## src/rtl/taf_pkg.sv

```systemverilog
package taf_pkg;
    localparam int CNT_W = 3;

    typedef enum logic [0:0] {
        ST_IDLE = 1'b0,
        ST_CONV = 1'b1
    } taf_state_t;

    // required run length: one plus the ones in the code
    function automatic logic [CNT_W-1:0] code_to_need(input logic [2:0] code);
        return CNT_W'(3'd1 + {2'b00, code[0]} + {2'b00, code[1]} + {2'b00, code[2]});
    endfunction
endpackage

```

## src/rtl/taf_limit_latch.sv

```systemverilog
module taf_limit_latch
    import taf_pkg::*;
#(
    parameter int CH = 3,
    parameter int TW = 8
) (
    input  logic                 clk,
    input  logic                 rst_n,
    input  logic                 load,
    input  logic [CH*TW-1:0]     hi_in,
    input  logic [CH*TW-1:0]     lo_in,
    input  logic [TW-1:0]        hyst_in,
    input  logic [2:0]           code_in,
    output logic [CH*TW-1:0]     hi_q,
    output logic [CH*TW-1:0]     lo_q,
    output logic [TW-1:0]        hyst_q,
    output logic [CNT_W-1:0]     need_q
);
    always_ff @(posedge clk or negedge rst_n) begin
        if (!rst_n) begin
            hi_q   <= '0;
            lo_q   <= '0;
            hyst_q <= '0;
            need_q <= CNT_W'(1);
        end else if (load) begin
            hi_q   <= hi_in;
            lo_q   <= lo_in;
            hyst_q <= hyst_in;
            need_q <= code_to_need(code_in);
        end
    end


    need_range_chk: assert property (@(posedge clk) disable iff (!rst_n)
        (need_q >= CNT_W'(1)) && (need_q <= CNT_W'(4)));
endmodule

```

## src/rtl/taf_chan.sv

```systemverilog
module taf_chan
    import taf_pkg::*;
#(
    parameter int TW = 8
) (
    input  logic                  clk,
    input  logic                  rst_n,
    input  logic                  upd,
    input  logic                  clr,
    input  logic                  comp_mode,
    input  logic [CNT_W-1:0]      need,
    input  logic signed [TW-1:0]  res,
    input  logic signed [TW-1:0]  hi,
    input  logic signed [TW-1:0]  lo,
    input  logic [TW-1:0]         hyst,
    input  logic                  fault,
    output logic                  hi_st,
    output logic                  lo_st,
    output logic                  flt_st,
    output logic                  trip,
    output logic                  raise
);
    localparam int EW = TW + 2;

    logic [CNT_W-1:0] cnt_q, cnt_d, cnt_inc;
    logic             hi_lat, lo_lat, flt_lat;
    logic             hi_set, lo_set, flt_set;
    logic             hi_v, lo_v, rel;
    logic signed [EW-1:0] res_x, hi_x, floor_x;

    assign hi_v    = res > hi;
    assign lo_v    = res <= lo;
    assign res_x   = $signed({{2{res[TW-1]}}, res});
    assign hi_x    = $signed({{2{hi[TW-1]}}, hi});
    assign floor_x = hi_x - $signed({2'b00, hyst});
    assign rel     = res_x < floor_x;
    assign cnt_inc = cnt_q + CNT_W'(1);
    assign trip    = cnt_q >= need;

    always_comb begin
        cnt_d   = cnt_q;
        hi_set  = 1'b0;
        lo_set  = 1'b0;
        flt_set = 1'b0;
        if (upd) begin
            if (comp_mode) begin
                if (trip) begin
                    cnt_d = rel ? '0 : cnt_q;
                end else if (hi_v) begin
                    cnt_d = cnt_inc;
                end else begin
                    cnt_d = '0;
                end
            end else begin
                if (fault) begin
                    cnt_d   = '0;
                    flt_set = 1'b1;
                end else if (hi_v || lo_v) begin
                    if (cnt_inc >= need) begin
                        cnt_d  = '0;
                        hi_set = hi_v;
                        lo_set = lo_v;
                    end else begin
                        cnt_d = cnt_inc;
                    end
                end else begin
                    cnt_d = '0;
                end
            end
        end
    end

    always_ff @(posedge clk or negedge rst_n) begin
        if (!rst_n) begin
            cnt_q   <= '0;
            hi_lat  <= 1'b0;
            lo_lat  <= 1'b0;
            flt_lat <= 1'b0;
        end else begin
            cnt_q <= cnt_d;
            if (hi_set)   hi_lat  <= 1'b1;
            else if (clr) hi_lat  <= 1'b0;
            if (lo_set)   lo_lat  <= 1'b1;
            else if (clr) lo_lat  <= 1'b0;
            if (flt_set)  flt_lat <= 1'b1;
            else if (clr) flt_lat <= 1'b0;
        end
    end

    assign raise  = hi_set | lo_set | flt_set;
    assign hi_st  = comp_mode ? trip : hi_lat;
    assign lo_st  = lo_lat;
    assign flt_st = flt_lat;


    cnt_bound_chk: assert property (@(posedge clk) disable iff (!rst_n)
        cnt_q <= CNT_W'(4));

    cnt_idle_chk: assert property (@(posedge clk) disable iff (!rst_n)
        !upd |=> $stable(cnt_q));

    fault_clear_chk: assert property (@(posedge clk) disable iff (!rst_n)
        (upd && !comp_mode && fault) |=> (flt_lat && cnt_q == '0));

    comp_ignore_chk: assert property (@(posedge clk) disable iff (!rst_n)
        (upd && comp_mode && !clr) |=> ($stable(lo_lat) && $stable(flt_lat)));
endmodule

```

## src/rtl/temp_alert_filter.sv

```systemverilog
module temp_alert_filter
    import taf_pkg::*;
#(
    parameter int CH = 3,
    parameter int TW = 8
) (
    input  logic              clk,
    input  logic              rst_n,
    input  logic              conv_start,
    input  logic              res_valid,
    input  logic [CH*TW-1:0]  res_i,
    input  logic [CH-1:0]     fault_i,
    input  logic [CH*TW-1:0]  hi_lim_i,
    input  logic [CH*TW-1:0]  lo_lim_i,
    input  logic [TW-1:0]     hyst_i,
    input  logic [2:0]        cnt_code_i,
    input  logic              comp_mode_i,
    input  logic [CH-1:0]     mask_i,
    input  logic              stat_clr_i,
    output logic              alert_n_o,
    output logic [CH-1:0]     hi_stat_o,
    output logic [CH-1:0]     lo_stat_o,
    output logic [CH-1:0]     flt_stat_o
);
    taf_state_t state_q, state_d;
    logic       load, upd;
    logic       int_alert;

    logic [CH*TW-1:0] hi_q, lo_q;
    logic [TW-1:0]    hyst_q;
    logic [CNT_W-1:0] need_q;
    logic [CH-1:0]    trip, raise;

    // state register
    always_ff @(posedge clk or negedge rst_n) begin
        if (!rst_n) state_q <= ST_IDLE;
        else        state_q <= state_d;
    end

    // next state and per-state strobes
    always_comb begin
        state_d = state_q;
        load    = 1'b0;
        upd     = 1'b0;
        unique case (state_q)
            ST_IDLE: if (conv_start) begin
                load    = 1'b1;
                state_d = ST_CONV;
            end
            ST_CONV: if (res_valid) begin
                upd     = 1'b1;
                state_d = ST_IDLE;
            end
            default: state_d = ST_IDLE;
        endcase
    end

    taf_limit_latch #(.CH(CH), .TW(TW)) latch_i (
        .clk     (clk),
        .rst_n   (rst_n),
        .load    (load),
        .hi_in   (hi_lim_i),
        .lo_in   (lo_lim_i),
        .hyst_in (hyst_i),
        .code_in (cnt_code_i),
        .hi_q    (hi_q),
        .lo_q    (lo_q),
        .hyst_q  (hyst_q),
        .need_q  (need_q)
    );

    for (genvar g = 0; g < CH; g++) begin : g_chan
        taf_chan #(.TW(TW)) chan_i (
            .clk       (clk),
            .rst_n     (rst_n),
            .upd       (upd),
            .clr       (stat_clr_i),
            .comp_mode (comp_mode_i),
            .need      (need_q),
            .res       (res_i[g*TW +: TW]),
            .hi        (hi_q[g*TW +: TW]),
            .lo        (lo_q[g*TW +: TW]),
            .hyst      (hyst_q),
            .fault     (fault_i[g]),
            .hi_st     (hi_stat_o[g]),
            .lo_st     (lo_stat_o[g]),
            .flt_st    (flt_stat_o[g]),
            .trip      (trip[g]),
            .raise     (raise[g])
        );
    end

    // sticky interrupt-mode alert
    always_ff @(posedge clk or negedge rst_n) begin
        if (!rst_n)                      int_alert <= 1'b0;
        else if (|(raise & ~mask_i))     int_alert <= 1'b1;
        else if (stat_clr_i)             int_alert <= 1'b0;
    end

    assign alert_n_o = comp_mode_i ? ~|(trip & ~mask_i) : ~int_alert;


    idle_hold_chk: assert property (@(posedge clk) disable iff (!rst_n)
        (state_q == ST_IDLE && !conv_start) |=> state_q == ST_IDLE);

    limit_stable_chk: assert property (@(posedge clk) disable iff (!rst_n)
        (state_q == ST_CONV) |=> ($stable(hi_q) && $stable(lo_q) && $stable(need_q)));

    alert_sticky_chk: assert property (@(posedge clk) disable iff (!rst_n)
        (int_alert && !stat_clr_i) |=> int_alert);

    mask_quiet_chk: assert property (@(posedge clk) disable iff (!rst_n)
        (comp_mode_i && ((trip & ~mask_i) == '0)) |-> alert_n_o);
endmodule

```

## config.mk

```make
export PLATFORM = sky130hd
export DESIGN_NAME = temp_alert_filter
export DESIGN_NICKNAME = d
export VERILOG_FILES = /design/src/rtl/taf_pkg.sv /design/src/rtl/taf_limit_latch.sv /design/src/rtl/taf_chan.sv /design/src/rtl/temp_alert_filter.sv
export SDC_FILE = /design/constraint.sdc
export NUM_CORES = 1
export LEC_CHECK = 0
export ABC_AREA = 1
export BUFFER_PORTS_ARGS = -buffer_cell sky130_fd_sc_hd__buf_4
export CAP_MARGIN = 20
export CORE_ASPECT_RATIO = 2
export CORE_MARGIN = 3
export CORE_UTILIZATION = 58
export CTS_CLUSTER_SIZE = 24
export DETAILED_ROUTE_END_ITERATION = 8
export PLACE_DENSITY = 0.81
export SYNTH_ARGS = -nofsm -noshare
export SYNTH_HDL_FRONTEND = slang
export SYNTH_SLANG_ARGS = --single-unit
```

## constraint.sdc

```tcl
create_clock -name clk -period 3.5 [get_ports clk]
set_input_delay 0.35 -clock clk [delete_from_list [all_inputs] [get_ports clk]]
set_output_delay 0.35 -clock clk [all_outputs]
set_load 0.05 [all_outputs]
```

==> impl_results.md, run 1 <==
* CTS sink cnt at a little under 80
* CTS Buf Count at 9
* Final hold violation count at 0
* Area contributors post-synth: dfrtp_1 29%, ha_1 23%, nand2_1 9.6%
* Async set-or-reset flop fraction in the synthesized netlist at 1.00
* Detailed placement HPWL at between 10000 and 15000 microns
* Die area at 13100 sq um
* Area fraction of the dominant cell type after synthesis at 0.289
* Vias/cell at 5.39
* Seq/Total Area, Yosys at 0.292
* Post-synthesis adder-cell area fraction at 0.241
* PD cells at 622 nW/um^2
* Minimum clock period at 3.24 ns
* Starting Density at 0.596
* Worst Path Max Fanout at 4
* Clk_lat worst skew at between 0.3 and 0.4 ns
* CP max-delay cell: fa_1
* Post-synth cell types at 28
* Fill cells at 954
* Syn Nets at 1108
* DRT Pass-1 Iters at 4
* Final ANT Viol Nets at 0
* Crit path DAT at 3.52 ns
* Leak at 4.57 nW
* Yosys reg bits at 79
* # rows at 55
* Most used cell, CP: nand2_1
* Xor/xnor cell area share of the yosys netlist at 0.0272
* Clock slew at reported path FFs at 0.06 ns
* Worst min path class: in -> reg
* Delay-heaviest family, CP: simple AND/OR/NAND/NOR gates
* Antenna violations before repair at 0
* Simple-gate portion of the synthesized area at 0.211
* Hold EP: state_q
* Register-to-register setup slack at between 0.2 and 0.3 ns
* Cells after Synth at 885
* Post-synth top cells: 173 x nand2_1, 154 x inv_1, 124 x ha_1
* Fin util at 0.702
* Syn_area_per_cell at ~7.6 sq um
* Core Area at 11400 sq um
* Die height at 159 microns
* H-tree levels at 3
* Number of synthesized flops with an enable pin at 0
* Vias in the first global route at 6088
* Synth area leader: dfrtp_1
* Setup tns final at 0 ns
* Final Skew at 0.00863 ns
* Setup crit start kind: flop
* # nets final at 1203
* Largest net degree at the start of global routing at 80
* Share of layout cells above drive strength 1 at 0.152
* Worst-Margin Slew at 0.543 ns
* Footprint of the multi-input gates at 4090 sq um
* Worst Reg-to-Reg Cells at 24
* VDD IR max at 0.000391 V
* Remaining global-route overflow at 0
* Worst r2r dst: g_chan[1].chan_i.cnt_q[0]
* Boundary pin count at 105
* Area delta synth->final at 17.8%
* Worst Setup Path Type: reg -> reg
* Main combinational cell family by area after synthesis: adder cells
* Die width at 82.4 microns
* Primary FF master, synth: dfrtp_1
* CTS tree: yes
* RSZ-0062 raised after global routing: false
* Cell area after synthesis at 6760 sq um
* Crit path capture type: flop
* Setup-failing EPs final at 0
* Critical Path RT at 3.78 ns
* Number of max-cap violations at 0
* Via count at 6076
* Slowest Stage Delay on Critical Path at 0.40 ns
* Worst-path cell chain: inv_1 -> ha_1 -> inv_1 -> fa_1 -> nand3_1 -> nand2_1 -> nand2_1 -> nand2_1 -> a21oi_2 -> nor2_2 -> o21ai_2 -> nand2_1 -> xor2_1 -> ha_1 -> nand2_1 -> nor2_2 -> nand3_1 -> nand3_1 -> nand2_1 -> nand2_1 -> nand3_1 -> nand2_2 -> nand2_1 -> o21ai_2
* Most common cell in the synthesized netlist: nand2_1
* Synth Area in Compound Gates at 0.114
* Min-delay src: res_valid
* Mux share of post-synthesis cell area at 0.00832
* Port Buf Inserts at ~100
* Register area at 1980 sq um
* Final Non-Filler Cells at 1127
* All-Layer GR Usage at 0.266
* Total power at 0.00495 W
* Setup repair bufs after CTS at 0
* Final Max Slew Viols at 0
* Peak Freq at 309 MHz
* Warnings, synthesis at 0
* Placed cell count at about 1100
* Clock Tree Buf Depth at 2
* Tcrit/Tclk final at 0.925
* Post-DR wirelength/cell at 14.7 microns
* Hold path depth at 2
* Drt drc at 0
* Reg2Reg Launch Point: latch_i.hi_q[8]
* Antenna fix cells at 0
* Total Wirelength at 16600 microns
* Worst slew margin at 0.638
* First-pass GRT wire length at around 27000 microns
* Routability congestion estimate at 0.909
* CP Buf/Inv Count at 2
* Initial drt markers at 255
* Status: finished, final reports clean
* Clock root cell: clkbuf_16
==> cell families (layout without fill, tap and decap cells) <==
family	after synthesis	after routing
and+or+nand+nor	333	333
buffers and inverters	178	278
AOI/OAI and AO/OA	141	141
adders and majority gates	128	128
DFF	79	79
xor gates and xnor gates	21	21
muxes	5	5
==> placed cells by master, fill, tap and decap left out, drive strengths merged <==
cell         instances
o211ai               4
fa                   4
a21o                 4
ha                 124
nor2                80
or2                  1
buf                107
bufinv               2
xor2                12
clkbuf              11
dfrtp               78
nor3                 1
mux2                 5
dlygate4sd3          1
dfstp                1
nand3               43
nand4               25
xnor2                9
o21a                 4
nand2              175
o21ai               28
a21oi              101
inv                154
nand3b               8
clkinv               3
==> how the worst max path moves through the flow <==
| stage | start | to | slack [ns] | cells after the start |
|---|---|---|---|---|
| floorplan | latch_i.hi_q[16] | g_chan[2].chan_i.cnt_q[1] | 0.65 | 25 |
| global placement | latch_i.hyst_q[0] | g_chan[1].chan_i.cnt_q[0] | 0.47 | 23 |
| detailed placement | latch_i.hi_q[8] | g_chan[1].chan_i.cnt_q[0] | 0.29 | 24 |
| CTS | latch_i.hi_q[8] | g_chan[1].chan_i.cnt_q[0] | 0.22 | 24 |
| global route | latch_i.hi_q[8] | g_chan[1].chan_i.cnt_q[0] | 0.004 | 24 |
| finish | latch_i.hi_q[8] | g_chan[1].chan_i.cnt_q[0] | 0.26 | 24 |
==> registers in the layout, indices dropped and copies added, names as in the netlist <==
register / count
g_chan.chan_i.cnt_q: 9
g_chan.chan_i.flt_st: 3
g_chan.chan_i.hi_lat: 3
g_chan.chan_i.lo_st: 3
int_alert: 1
latch_i.hi_q: 24
latch_i.hyst_q: 8
latch_i.lo_q: 24
latch_i.need_q: 3
state_q: 1
==> stage by stage <==
| step | hold slack [ns] | instance area, sq um | worst slack, ns |
|---|---|---|---|
| finish | 0.202 | 7970 | 0.264 |
| global route | 0.226 | 7970 | 0.00448 |
| CTS | 0.200 | 7930 | 0.224 |
| detailed placement | 0.500 | 7610 | 0.295 |
| global placement | 0.494 | 7610 | 0.470 |
| floorplan | 0.0544 | 6760 | 0.648 |
==> area by class of cell <==
cell class,count,area share
repair buffers,108,0.105
well taps,142,0.0223
clock buffers,11,0.0292
inverters,154,0.0726
multi-input cells,628,0.513
clock inverters,5,0.0104
flip-flops and latches,79,0.248
==> report_power, final <==
part | internal [W] | switching [W] | leakage [nW] | total (W)
Combinational | 0.00109 | 0.00161 | 3.50 | 0.00269
Sequential | 0.00111 | 0.000134 | 0.919 | 0.00124
Clock | 0.000627 | 0.000393 | 0.154 | 0.00102
==> what timing repair did <==
action / CTS / global route
endpoints found under the hold margin: 0 / 20
setup endpoints to repair: 0 / 3
resized for setup: 0 / 2
hold buffers: 0 / 1
==> metal layers <==
layer | wire (microns) | up-vias | global-route usage
li1 | - | 3064 | -
met1 | 6140 | 2815 | 0.283
met3 | 637 | 44 | 0.0312
met4 | 612 | 0 | 0.124
met5 | 0 | - | 0
met2 | 9200 | 153 | 0.492
Note: power is estimated with default switching activity, not from simulation.
==> inputs of run 2 (changes only) <==
--- a/config.mk
+++ b/config.mk
@@ -9,11 +9,10 @@
 export BUFFER_PORTS_ARGS = -buffer_cell sky130_fd_sc_hd__buf_4
 export CAP_MARGIN = 20
 export CORE_ASPECT_RATIO = 2
-export CORE_MARGIN = 3
 export CORE_UTILIZATION = 58
 export CTS_CLUSTER_SIZE = 24
 export DETAILED_ROUTE_END_ITERATION = 8
-export PLACE_DENSITY = 0.81
+export PLACE_DENSITY = 0.82
 export SYNTH_ARGS = -nofsm -noshare
 export SYNTH_HDL_FRONTEND = slang
 export SYNTH_SLANG_ARGS = --single-unit
==> run 2 against run 1 <==
  * Count of clock-buffer cells in the layout fell by 1
  * Clock skew fell by 0.0021 ns
  * Sequential share of layout area rose by 0.090 points
  * Clock power barely moved
  * Total power rose by 0.48%
  * Cell count barely moved
  * Largest cell class unchanged
  * Largest power group unchanged
==> impl_results.md, run 2 (synthesis results as in run 1) <==
* Port Buf Inserts at 104
* Final Non-Filler Cells at 1126
* Clk pwr share at 0.198
* Switching part of the total at 0.442
* Total Wirelength at 16900 microns
* Top sig layer: met4
* Hold_buf cts at 0
* Placed Area at roughly 7600 sq um
* CTS sink cnt at 79
* Final Skew at 0.00649 ns
* Remaining global-route overflow at 0
* Area delta synth->final at 17.4%
* Placed cell count at 1110
* Slowest Stage Delay on Critical Path at 0.40 ns
* Biggest regs: latch_i.hi_q x24, latch_i.lo_q x24, g_chan.chan_i.cnt_q x9
* Routed length on met1 at 5980 microns
* Drt drc at 0
* Initial drt markers at between 200 and 300
* Routability congestion estimate at 0.879
* Worst-path cell chain: inv_1 -> ha_1 -> inv_1 -> fa_1 -> nand3_1 -> nand2_1 -> nand2_1 -> nand2_1 -> a21oi_2 -> nor2_2 -> o21ai_2 -> nand2_1 -> xor2_1 -> ha_1 -> nand2_1 -> nor2_2 -> nand3_1 -> nand3_1 -> nand2_1 -> nand2_1 -> nand3_1 -> nand2_2 -> nand2_1 -> o21ai_2
* Status: finished, final reports clean
* Most frequent cells in the layout: 171 x nand2_1, 154 x inv_1, 124 x ha_1, 107 x buf_4, 95 x a21oi_1
* VDD IR max at 0.000381 V
* Worst slew margin at 0.496
* Minimum clock period at ~3.2 ns
* Share of layout cells above drive strength 1 at 0.155
* Detailed placement HPWL at 13200 microns
* RSZ-0062 raised after global routing: false
* Core Area at 11400 sq um
* CP max-delay cell: fa_1
* # rows at 55
* Antenna violations before repair at 0
* Clock slew at reported path FFs at roughly 0.070 ns
* Most used cell, CP: nand2_1
* Final Max Slew Viols at 0
* Worst min path class: in -> async
* Clock root cell: clkbuf_16
* Boundary pin count at 105
* Antenna fix cells at 0
* All-Layer GR Usage at 0.296
* Setup repair bufs after CTS at 0
* Worst-Margin Slew at 0.756 ns
* Post-DR wirelength/cell at 15.0 microns
* Comb pwr share at 0.551
* Final instance area at 7940 sq um
* Cell internal pwr at 0.00278 W
* DRT Pass-1 Iters at 5
* Number of max-cap violations at 0
* Met2 wire length at approximately 9300 microns
* # nets final at 1202
* Final ANT Viol Nets at 0
* Hold slack at 0.0741 ns
* Worst Setup Path Type: reg -> reg
* Die area at 12100 sq um
* Leak at 4.56 nW
* Setup tns final at 0 ns
* First-pass GRT wire length at 27700 microns
* Register-to-register setup slack at between 0.2 and 0.3 ns
* Via count at 6200
* Setup-failing EPs final at 0
* Met3 wire len at 732 microns
* Peak Freq at between 300 and 400 MHz
* Final hold violation count at 0
* Vias in the first global route at between 6000 and 7000
* CTS Buf Count at 9
* Worst Path Max Fanout at 4
* Die width at 78.4 microns
* Clk_lat worst skew at 0.35 ns
* Starting Density at 0.596
* CTS tree: yes
* Vias/cell at 5.51
* Sequential share of power at 0.251
* PD cells at 627 nW/um^2
* Clock Tree Buf Depth at 2
* Tcrit/Tclk final at 0.918
* Crit path DAT at 3.49 ns
* Commonest non-fill, non-tap cell in the layout: nand2_1
* Largest net degree at the start of global routing at 69
* Setup crit start kind: flop
* Crit path capture type: flop
* Sw Pwr at 0.00220 W
* Critical Path RT at 3.78 ns
* H-tree levels at 3
* Die height at 155 microns
-- run 2: cell types whose count changed in the layout (fill, tap and decap cells not counted) --
| cell | previous run | this run |
|---|---|---|
| clkbuf_8 | 0 | 1 |
| fa_2 | 0 | 1 |
| bufinv_16 | 2 | 1 |
| clkinv_4 | 2 | 4 |
| dlygate4sd3_1 | 1 | 0 |
| clkbuf_1 | 2 | 0 |
| nor2_2 | 8 | 7 |
| buf_16 | 1 | 0 |
| nor2_4 | 0 | 1 |
| buf_4 | 106 | 107 |
| fa_1 | 4 | 3 |
-- run 2: power groups by stage --
stage	logic (W)	clock network, W	registers, W
global placement	0.00258	0	0.00125
detailed placement	0.00268	0	0.00126
CTS	0.00271	0.000989	0.00125
global route	0.00313	0.00103	0.00127
finish	0.00274	0.000986	0.00125
floorplan	0.00204	0	0.00121
-- run 2: cell type report --
type                    count  area, sq um
multi-input cells         628         4090
well taps                 142          178
inverters                 154          578
fillers                   955         3420
flip-flops and latches     79         1980
repair buffers            107          803
clock inverters             6         70.1
clock buffers              10          239
-- run 2: worst max-delay path: cells and delay by family, from the launching register on --
kind	cells	cell delay, ns
fa+ha+maj	3	0.81
flops	1	0.39
compound gates	3	0.35
simple gates	15	1.29
buf+inv	2	0.14
xor+xnor	1	0.15
-- run 2: metal layers --
metal | vias up | global-route usage
li1 | 3067 | -
met1 | 2876 | 0.289
met2 | 187 | 0.569
met3 | 70 | 0.0478
met4 | 0 | 0.167
met5 | - | 0
-- run 2: worst paths after layout --
kind / depth (start not counted) / end / from
min: 1 / latch_i.lo_q[11] / rst_n
min in group clk: 2 / state_q / res_valid
min reg2reg: 1 / latch_i.lo_q[8] / latch_i.lo_q[8]
max in group asynchronous: 2 / latch_i.need_q[0] / rst_n
max: 24 / g_chan[1].chan_i.cnt_q[0] / latch_i.hi_q[8]
max reg2reg: 24 / g_chan[1].chan_i.cnt_q[0] / latch_i.hi_q[8]
-- run 2: stage by stage --
step / worst slack (ns) / utilization / total power [W]
after global placement: 0.488 / 0.671 / 0.00383
after CTS: 0.320 / 0.698 / 0.00495
after detailed placement: 0.372 / 0.671 / 0.00393
after global routing: 0.00933 / 0.699 / 0.00542
after floorplan: 0.648 / - / 0.00325
final: 0.288 / 0.699 / 0.00498
-- run 2: repair_timing --
item	in CTS	in global routing
gates resized for setup	0	4
endpoints found under the setup margin	0	5
hold endpoints to repair	0	0
